==> config.mk <==
export PLATFORM = sky130hd
export DESIGN_NAME = bit_period_detector
export DESIGN_NICKNAME = d
export VERILOG_FILES = /design/src/rtl/bpd_pkg.sv /design/src/rtl/bpd_sync_edge.sv /design/src/rtl/bpd_gap_timer.sv /design/src/rtl/bpd_lock_fsm.sv /design/src/rtl/bit_period_detector.sv
export SDC_FILE = /design/constraint.sdc
export NUM_CORES = 1
export LEC_CHECK = 0
export BUFFER_PORTS_ARGS = -buffer_cell sky130_fd_sc_hd__clkbuf_2
export CAP_MARGIN = 30
export CELL_PAD_IN_SITES_DETAIL_PLACEMENT = 1
export CELL_PAD_IN_SITES_GLOBAL_PLACEMENT = 2
export CORE_ASPECT_RATIO = 1.75
export CORE_MARGIN = 8
export CORE_UTILIZATION = 38
export DETAILED_ROUTE_END_ITERATION = 10
export PLACE_DENSITY_LB_ADDON = 0.15
export SYNTH_ARGS = -nofsm -noshare
export SYNTH_HDL_FRONTEND = slang
export SYNTH_HIERARCHICAL = 1
export SYNTH_SLANG_ARGS = --single-unit
export TNS_END_PERCENT = 50
==> constraint.sdc <==
create_clock -name clk -period 4.1 [get_ports clk]
set_clock_uncertainty 0.15 [all_clocks]
set_input_delay 0.615 -clock clk [delete_from_list [all_inputs] [get_ports clk]]
set_output_delay 0.615 -clock clk [all_outputs]
set_load 0.005 [all_outputs]
==> src/rtl/bpd_pkg.sv <==
package bpd_pkg;
    typedef enum logic [1:0] {
        ST_IDLE,
        ST_ARM,
        ST_MEASURE,
        ST_LOCKED
    } bpd_state_e;
endpackage

==> src/rtl/bpd_sync_edge.sv <==
module bpd_sync_edge #(
    parameter int SYNC_STAGES = 2
) (
    input  logic clk,
    input  logic rst_n,
    input  logic line_i,
    output logic edge_o
);
    logic [SYNC_STAGES:0] pipe_q;

    always_ff @(posedge clk or negedge rst_n) begin
        if (!rst_n) pipe_q <= '0;
        else        pipe_q <= {pipe_q[SYNC_STAGES-1:0], line_i};
    end

    // Newest synchronized sample against the one before it
    assign edge_o = pipe_q[SYNC_STAGES-1] ^ pipe_q[SYNC_STAGES];
endmodule

==> src/rtl/bpd_gap_timer.sv <==
module bpd_gap_timer #(
    parameter  int MAX_PERIOD = 64,
    localparam int CW = $clog2(MAX_PERIOD + 1)
) (
    input  logic          clk,
    input  logic          rst_n,
    input  logic          edge_i,
    output logic [CW-1:0] gap_o,
    output logic          timeout_o
);
    localparam logic [CW-1:0] LIMIT = CW'(MAX_PERIOD);

    logic [CW-1:0] cnt_q;

    always_ff @(posedge clk or negedge rst_n) begin
        if (!rst_n)              cnt_q <= '0;
        else if (edge_i)         cnt_q <= CW'(1);
        else if (cnt_q != LIMIT) cnt_q <= cnt_q + CW'(1);
    end

    assign gap_o     = cnt_q;
    assign timeout_o = !edge_i && (cnt_q == LIMIT);
endmodule

==> src/rtl/bpd_lock_fsm.sv <==
module bpd_lock_fsm
    import bpd_pkg::*;
#(
    parameter  int MAX_PERIOD = 64,
    parameter  int N_AGREE    = 4,
    parameter  int MIN_GAP    = 2,
    localparam int CW = $clog2(MAX_PERIOD + 1),
    localparam int AW = $clog2(N_AGREE + 1)
) (
    input  logic          clk,
    input  logic          rst_n,
    input  logic          train_start_i,
    input  logic          edge_i,
    input  logic          timeout_i,
    input  logic [CW-1:0] gap_i,
    output logic [CW-1:0] period_o,
    output logic          locked_o
);
    bpd_state_e    state_q, state_d;
    logic [CW-1:0] best_q, best_d, period_q, period_d;
    logic [AW-1:0] agree_q, agree_d;
    logic          gap_ok, close, shorter;

    assign gap_ok  = edge_i && (gap_i >= CW'(MIN_GAP));
    assign close   = ({1'b0, gap_i} <= {1'b0, best_q} + 1'b1) &&
                     ({1'b0, gap_i} + 1'b1 >= {1'b0, best_q});
    assign shorter = ({1'b0, gap_i} + 1'b1 < {1'b0, best_q});

    always_comb begin
        state_d  = state_q;
        best_d   = best_q;
        agree_d  = agree_q;
        period_d = period_q;
        if (train_start_i) begin
            state_d = ST_ARM;
            agree_d = '0;
        end else begin
            unique case (state_q)
                ST_IDLE:   ;
                ST_ARM: if (edge_i) begin
                    state_d = ST_MEASURE;
                    agree_d = '0;
                end
                ST_MEASURE: begin
                    if (timeout_i) begin
                        state_d = ST_ARM;
                        agree_d = '0;
                    end else if (gap_ok) begin
                        if (agree_q == '0 || shorter) begin
                            best_d  = gap_i;
                            agree_d = AW'(1);
                        end else if (close) begin
                            best_d  = (gap_i < best_q) ? gap_i : best_q;
                            agree_d = agree_q + AW'(1);
                        end
                        if (agree_d == AW'(N_AGREE)) begin
                            state_d  = ST_LOCKED;
                            period_d = best_d;
                        end
                    end
                end
                ST_LOCKED: ;
                default:   state_d = ST_IDLE;
            endcase
        end
    end

    always_ff @(posedge clk or negedge rst_n) begin
        if (!rst_n) state_q <= ST_IDLE;
        else        state_q <= state_d;
    end

    always_ff @(posedge clk or negedge rst_n) begin
        if (!rst_n) begin
            best_q   <= '0;
            agree_q  <= '0;
            period_q <= '0;
        end else begin
            best_q   <= best_d;
            agree_q  <= agree_d;
            period_q <= period_d;
        end
    end

    always_comb begin
        period_o = period_q;
        locked_o = (state_q == ST_LOCKED);
    end

    AST_IDLE_QUIET: assert property (@(posedge clk) disable iff (!rst_n)
        (state_q == ST_IDLE) |-> !locked_o && (period_o == '0));
    AST_PERIOD_RANGE: assert property (@(posedge clk) disable iff (!rst_n)
        locked_o |-> (period_o >= CW'(MIN_GAP)) && (period_o <= CW'(MAX_PERIOD)));
    AST_TIMEOUT_REARM: assert property (@(posedge clk) disable iff (!rst_n)
        (state_q == ST_MEASURE && timeout_i && !train_start_i) |=> (state_q == ST_ARM));
    AST_LOCK_FROZEN: assert property (@(posedge clk) disable iff (!rst_n)
        (locked_o && !train_start_i) |=> locked_o && $stable(period_o));
    AST_START_UNLOCK: assert property (@(posedge clk) disable iff (!rst_n)
        train_start_i |=> !locked_o && $stable(period_o));
endmodule

==> src/rtl/bit_period_detector.sv <==
module bit_period_detector #(
    parameter  int MAX_PERIOD  = 64,
    parameter  int N_AGREE     = 4,
    parameter  int SYNC_STAGES = 2,
    localparam int CW = $clog2(MAX_PERIOD + 1)
) (
    input  logic          clk,
    input  logic          rst_n,
    input  logic          rx_line,
    input  logic          train_start,
    output logic [CW-1:0] period,
    output logic [CW-1:0] half_period,
    output logic          locked
);
    logic          line_edge;
    logic          gap_timeout;
    logic [CW-1:0] gap_ticks;

    bpd_sync_edge #(.SYNC_STAGES(SYNC_STAGES)) u_sync (
        .clk    (clk),
        .rst_n  (rst_n),
        .line_i (rx_line),
        .edge_o (line_edge)
    );

    bpd_gap_timer #(.MAX_PERIOD(MAX_PERIOD)) u_timer (
        .clk       (clk),
        .rst_n     (rst_n),
        .edge_i    (line_edge),
        .gap_o     (gap_ticks),
        .timeout_o (gap_timeout)
    );

    bpd_lock_fsm #(.MAX_PERIOD(MAX_PERIOD), .N_AGREE(N_AGREE)) u_fsm (
        .clk           (clk),
        .rst_n         (rst_n),
        .train_start_i (train_start),
        .edge_i        (line_edge),
        .timeout_i     (gap_timeout),
        .gap_i         (gap_ticks),
        .period_o      (period),
        .locked_o      (locked)
    );

    // mid-bit reload, odd periods round down
    assign half_period = period >> 1;
endmodule

==> impl_metrics.ini, run 1 <==
[grt]
grt_overflow = 0
met3_usage_pct = 2.29
first_global_vias = 1933
grt_pass1_wl_microns = 9560
grt_max_degree = 30
grt-busiest-layer = met2
antenna_found_initial = 0
use_met1_pct = 15.8
globalRouteTotalUtil_pct = 14.2
grt_util_met2_pct = 24.7

[run_status]
status = complete, no violations

[placed_design]
place_congestion = 0.773
io_buffers = 17
post-place-ws_ns = 0.480
dp_hpwl_microns = 4560

[worst_setup_path]
worst_setup_path_end_kind = register
crit_slowest_cell = dfrtp_1
path_max_fanout = 9
critPathKind = register to register
worst_setup_path_start_kind = register
slowest_delay_ns = 0.47
path_buf_inv = 1
cp.required_ns = 4.12
crit_family = simple AND/OR/NAND/NOR gates
arrival_ns = 3.64
cp_cell_sequence = inv_1 -> nor3_2 -> nand3_1 -> xnor2_1 -> ha_1 -> a21oi_2 -> nand2_1 -> or3_4 -> a32oi_4 -> a21oi_4 -> or2_1 -> mux2_4

[clocking]
clock-sinks = 29
insertion_delay_ns = 0.28
cts_buffer_depth = 2
path_clk_slew_ns = 0.06
htreeDepth = 2
cts_tree = done
cts-root-buf = clkbuf_8
hold_buffers = 0
cts_resized = 0
post_cts_buffers = 0
cts_buffers = 5

[power_and_ir_drop]
irDropWorstVdd_mv = 0.270
p_per_area_nw_per_um2 = 388
p_comb_share_pct = 41.6
p_int_uw = 601
clkPwrFrac_pct = 23.1
power.leakage_uw = 0.00116
switchingPower_uw = 383
switching_share_pct = 38.9
p_total_uw = 984
p_seq_share_pct = 35.2

[route]
dr.pass1.iters = 2
post-route-drc-count = 0
vias = 1758
postRouteAntennaNets = 0
wl_per_cell_microns = 17.2
totalWireLength_microns = 5790
drt_iter0_drc = 34
vias_per_cell = 5.22

[timing]
tightest_slew_ns = 0.759
min_period_ns = 3.62
final_hold_viol_count = 0
timing.final.ws_setup_ns = 0.477
finalCritPeriodShare_pct = 88.4
slew_violations = 0
grt_setup_unrepaired = false
finalSetupViolCount = 0
max_freq_ghz = 0.276
hold-worst-slack_ns = 0.208
slew_headroom_pct = 49.4
tns_ns = 0

[finish]
nNetsFinal = 290
syn2layout_area_growth_pct = 10.9
final_cell_mix = dfrtp_1 (29), ha_1 (28), clkbuf_2 (17), inv_1 (17)
regArea_sq_um = 726
multiInputGateArea_sq_um = 1410
nFillCells = 729
drive_gt1_share_pct = 22.8
diodes = 0
mostFrequentLayoutCell = dfrtp_1

[job]
max-cap-violations = 0

[floorplanning]
start_util_pct = 39.2
io_pins = 19
die_w_microns = 74.6
die_h_microns = 119
rows = 37
die_area_sq_um = 8860
fp.coreArea_sq_um = 5830

[logic_synthesis]
async_reset_ff_share_pct = 100
synth.avg_cell_area_sq_um = 9.65
synth_cells = 237
synth.ff_latch_count = 29
synth_area_sq_um = 2290
syn-num-nets = 269
synth_edf_count = 0
synthDistinctLibCells = 45
yosysWarnings = 6
yosysSeqAreaShare_pct = 31.7
synth_top_flop_cell = dfrtp_1

[hold_path]
worstHoldPathType = register to register
-- cell usage after synthesis, types with 3 or more instances --
cell type	count	area share [%]
nor2_1	14	2.3
nand2_1	12	2.0
inv_1	17	2.8
mux2_2	13	6.4
xor2_1	5	1.9
nor4_1	4	1.1
nand4_1	3	0.82
xnor2_1	9	3.4
nor3_1	8	1.8
o21ai_0	13	2.8
nand3_1	14	3.1
and3_1	3	0.82
ha_1	28	15
a21oi_1	5	1.1
mux2i_1	4	1.8
buf_4	8	2.6
mux2_4	6	3.9
nor2b_1	5	1.4
dfrtp_1	29	32
nand2b_1	7	1.9
-- power groups by stage --
stage	combinational [uW]	clock [uW]	sequential (uW)
2_1_floorplan	301	0	344
3_3_place_gp	409	0	350
3_5_place_dp	415	0	351
4_1_cts	416	241	346
5_1_grt	460	251	351
6_report	409	228	347
-- cell families (layout without fill, tap and decap cells) --
logic type,after synthesis,count (layout),share of synthesized area (%)
mux,23,23,12.1
buf+inv,29,51,6.46
other cells,1,1,0.164
flops,29,29,31.7
xor+xnor,14,14,5.36
simple gates,77,77,17.7
fa+ha+maj,28,28,15.3
compound gates,36,36,11.2
-- final timing paths --
| path | startpoint | end | slack [ns] | cells after the start |
|---|---|---|---|---|
| worst max register to register | u_fsm/best_q[2] | u_fsm/best_q[2] | 0.48 | 12 |
| worst min-delay path | u_sync/pipe_q[0] | u_sync/pipe_q[1] | 0.21 | 0 |
| worst max-delay path | u_fsm/best_q[2] | u_fsm/best_q[2] | 0.48 | 12 |
| worst min register to register | u_sync/pipe_q[0] | u_sync/pipe_q[1] | 0.21 | 0 |
| min in group asynchronous | rst_n | u_fsm/state_q[0] | 0.24 | 1 |
| max in group asynchronous | rst_n | u_fsm/period_o[3] | 3.08 | 1 |
-- through the flow --
stage	std cells	cell area, sq um	util (%)
after detailed placement	329	2450	42.1
after floorplan	237	2290	-
after CTS	337	2540	43.5
after global routing	337	2540	43.5
final	337	2540	43.5
after global placement	329	2450	42.1
-- area by class of cell --
type / instances / area share [%]
multi-input combinational: 179 / 55.7
clock inverter: 2 / 0.395
timing repair buffer: 26 / 6.02
sequential: 29 / 28.6
clock buffer: 6 / 2.86
tap: 78 / 3.85
inverter: 17 / 2.52
-- flip-flops by register name, indices dropped and copies added, names as in the netlist --
register	flops
u_fsm/best_q	7
u_fsm/agree_q	3
u_fsm/state_q	2
u_timer/gap_o	7
u_fsm/period_o	7
u_sync/pipe_q	3
-- metal layers --
metal  vias up  part of all wire (%)  wire length [microns]
li1        871                     -                      -
met1       860                    42                   2440
met2        17                    54                   3140
met3        10                   1.2                     72
met4         0                   2.4                    138
met5         -                     0                      0
Power figures use the tool's default switching activity.
==> run 2, diff against run 1 <==
--- a/config.mk
+++ b/config.mk
@@ -12,6 +12,7 @@
 export CORE_ASPECT_RATIO = 1.75
 export CORE_MARGIN = 8
 export CORE_UTILIZATION = 38
+export CTS_BUF_LIST = sky130_fd_sc_hd__clkbuf_16
 export DETAILED_ROUTE_END_ITERATION = 10
 export PLACE_DENSITY_LB_ADDON = 0.15
 export SYNTH_ARGS = -nofsm -noshare
==> constraint.sdc (replaced) <==
create_clock -name clk -period 4.1 [get_ports clk]
set_clock_uncertainty 0.15 [all_clocks]
set_input_delay 0.205 -clock clk [delete_from_list [all_inputs] [get_ports clk]]
set_output_delay 0.205 -clock clk [all_outputs]
set_load 0.005 [all_outputs]
==> impl_metrics.ini, run 2 (synthesis results as in run 1) <==
[run_status]
status = complete, no violations

[finish]
nNetsFinal = 293
mostFrequentLayoutCell = dfrtp_1
drive_gt1_share_pct = 22.5
syn2layout_area_growth_pct = 14.7
final_cell_mix = dfrtp_1 (29), ha_1 (28), inv_1 (18)
nFillCells = 725
stdcell_count = 340
regArea_sq_um = 726
utilization_pct = 45.0
multiInputGateArea_sq_um = 1410
diodes = 0

[floorplanning]
die_area_sq_um = 8860
fp.coreArea_sq_um = 5830
io_pins = 19
die_h_microns = 119
die_w_microns = 74.6
rows = 37
start_util_pct = 39.2

[placed_design]
placed_cells = 329
dp_hpwl_microns = 4560
io_buffers = 17
place_congestion = 0.773
post-place-ws_ns = 0.480

[grt]
grt_overflow = 0
grt_pass1_wl_microns = 9780
grt_max_degree = 30
antenna_found_initial = 0
met3_usage_pct = 2.03
use_met1_pct = 16.0
grt_util_met2_pct = 25.6
grt-busiest-layer = met2
first_global_vias = 1993
globalRouteTotalUtil_pct = 14.5

[worst_setup_path]
critPathKind = register to register
crit_slowest_cell = dfrtp_1
worst_setup_path_start_kind = register
cp_cell_sequence = inv_1 -> nor3_2 -> nand3_1 -> xnor2_1 -> ha_1 -> a21oi_2 -> nand2_1 -> or3_4 -> a32oi_4 -> a21oi_4 -> or2_1 -> mux2_4
path_max_fanout = 9
worst_setup_path_end_kind = register
cp.required_ns = 4.11
arrival_ns = 3.64
path_buf_inv = 1
crit_family = simple AND/OR/NAND/NOR gates
crit_cells = 12
slowest_delay_ns = 0.46
rr_worst_depth = 12

[route]
vias_per_cell = 5.18
post-route-drc-count = 0
postRouteAntennaNets = 0
wl_per_cell_microns = 17.2
totalWireLength_microns = 5860
vias = 1761
drt_iter0_drc = 37
dr.pass1.iters = 4

[power_and_ir_drop]
p_per_area_nw_per_um2 = 423
power.leakage_uw = 0.00121
irDropWorstVdd_mv = 0.271

[timing]
grt_setup_unrepaired = false
tightest_slew_ns = 0.753
final_hold_viol_count = 0
max_freq_ghz = 0.275
slew_headroom_pct = 49.8
tns_ns = 0
finalSetupViolCount = 0
slew_violations = 0
hold-worst-slack_ns = 0.203
timing.final.ws_setup_ns = 0.468
finalCritPeriodShare_pct = 88.6
min_period_ns = 3.63

[hold_path]
hold_depth = 0
worstHoldPathType = register to register

[clocking]
clock-sinks = 29
insertion_delay_ns = 0.28
htreeDepth = 2
path_clk_slew_ns = 0.05
cts_buffers = 5
cts_tree = done
cts_buffer_depth = 2
cts_resized = 0
cts-root-buf = clkbuf_16

[job]
max-cap-violations = 0
## run 2: where the power goes
part / internal (uW) / switching, uW / leakage [uW]
Sequential: 308 / 39.6 / 0.000387
Clock: 220 / 125 / 0.0000748
Combinational: 179 / 239 / 0.000744
Total: 706 / 404 / 0.00121
## run 2: layout make-up
cell class	instances	share of cell area, %
well taps	78	3.72
clock buffers	5	4.77
repair buffers	29	6.97
multi-input cells	179	53.9
flip-flops and latches	29	27.7
clock inverters	3	0.525
inverters	17	2.43
## run 2: path summary, 6_finish.rpt
check	startpoint	slack, ns	endpoint
hold reg to reg	u_sync/pipe_q[0]	0.20	u_sync/pipe_q[1]
hold / removal	u_sync/pipe_q[0]	0.20	u_sync/pipe_q[1]
min in group asynchronous	rst_n	0.38	u_fsm/state_q[0]
setup reg to reg	u_fsm/best_q[2]	0.47	u_fsm/best_q[3]
max in group asynchronous	rst_n	2.94	u_timer/gap_o[1]
setup / recovery	u_fsm/best_q[2]	0.47	u_fsm/best_q[3]
## run 2: what timing repair did
item	CTS	global route
buffers inserted	0	0
hold buffers	3	0
setup endpoints to repair	0	0
hold endpoints to repair	31	0
## run 2: metal layers
| layer | share of wire (%) | wire length [microns] |
|---|---|---|
| met1 | 41 | 2410 |
| met2 | 55 | 3210 |
| met3 | 1.4 | 84 |
| met4 | 2.7 | 156 |
| met5 | 0 | 0 |
## run 2: per-stage QoR
step                      power (uW)  instance area (sq um)
after floorplan                  645                   2290
after global placement           759                   2450
after detailed placement         767                   2450
after CTS                       1130                   2620
after global routing            1190                   2620
final                           1110                   2620
## run 2: worst register-to-register path: stages, from the launching register on
cell,delay (ns)
dfrtp_1,0.46
inv_1,0.14
nor3_2,0.24
nand3_1,0.12
xnor2_1,0.14
ha_1,0.32
a21oi_2,0.17
nand2_1,0.07
or3_4,0.37
a32oi_4,0.42
a21oi_4,0.17
or2_1,0.39
mux2_4,0.35
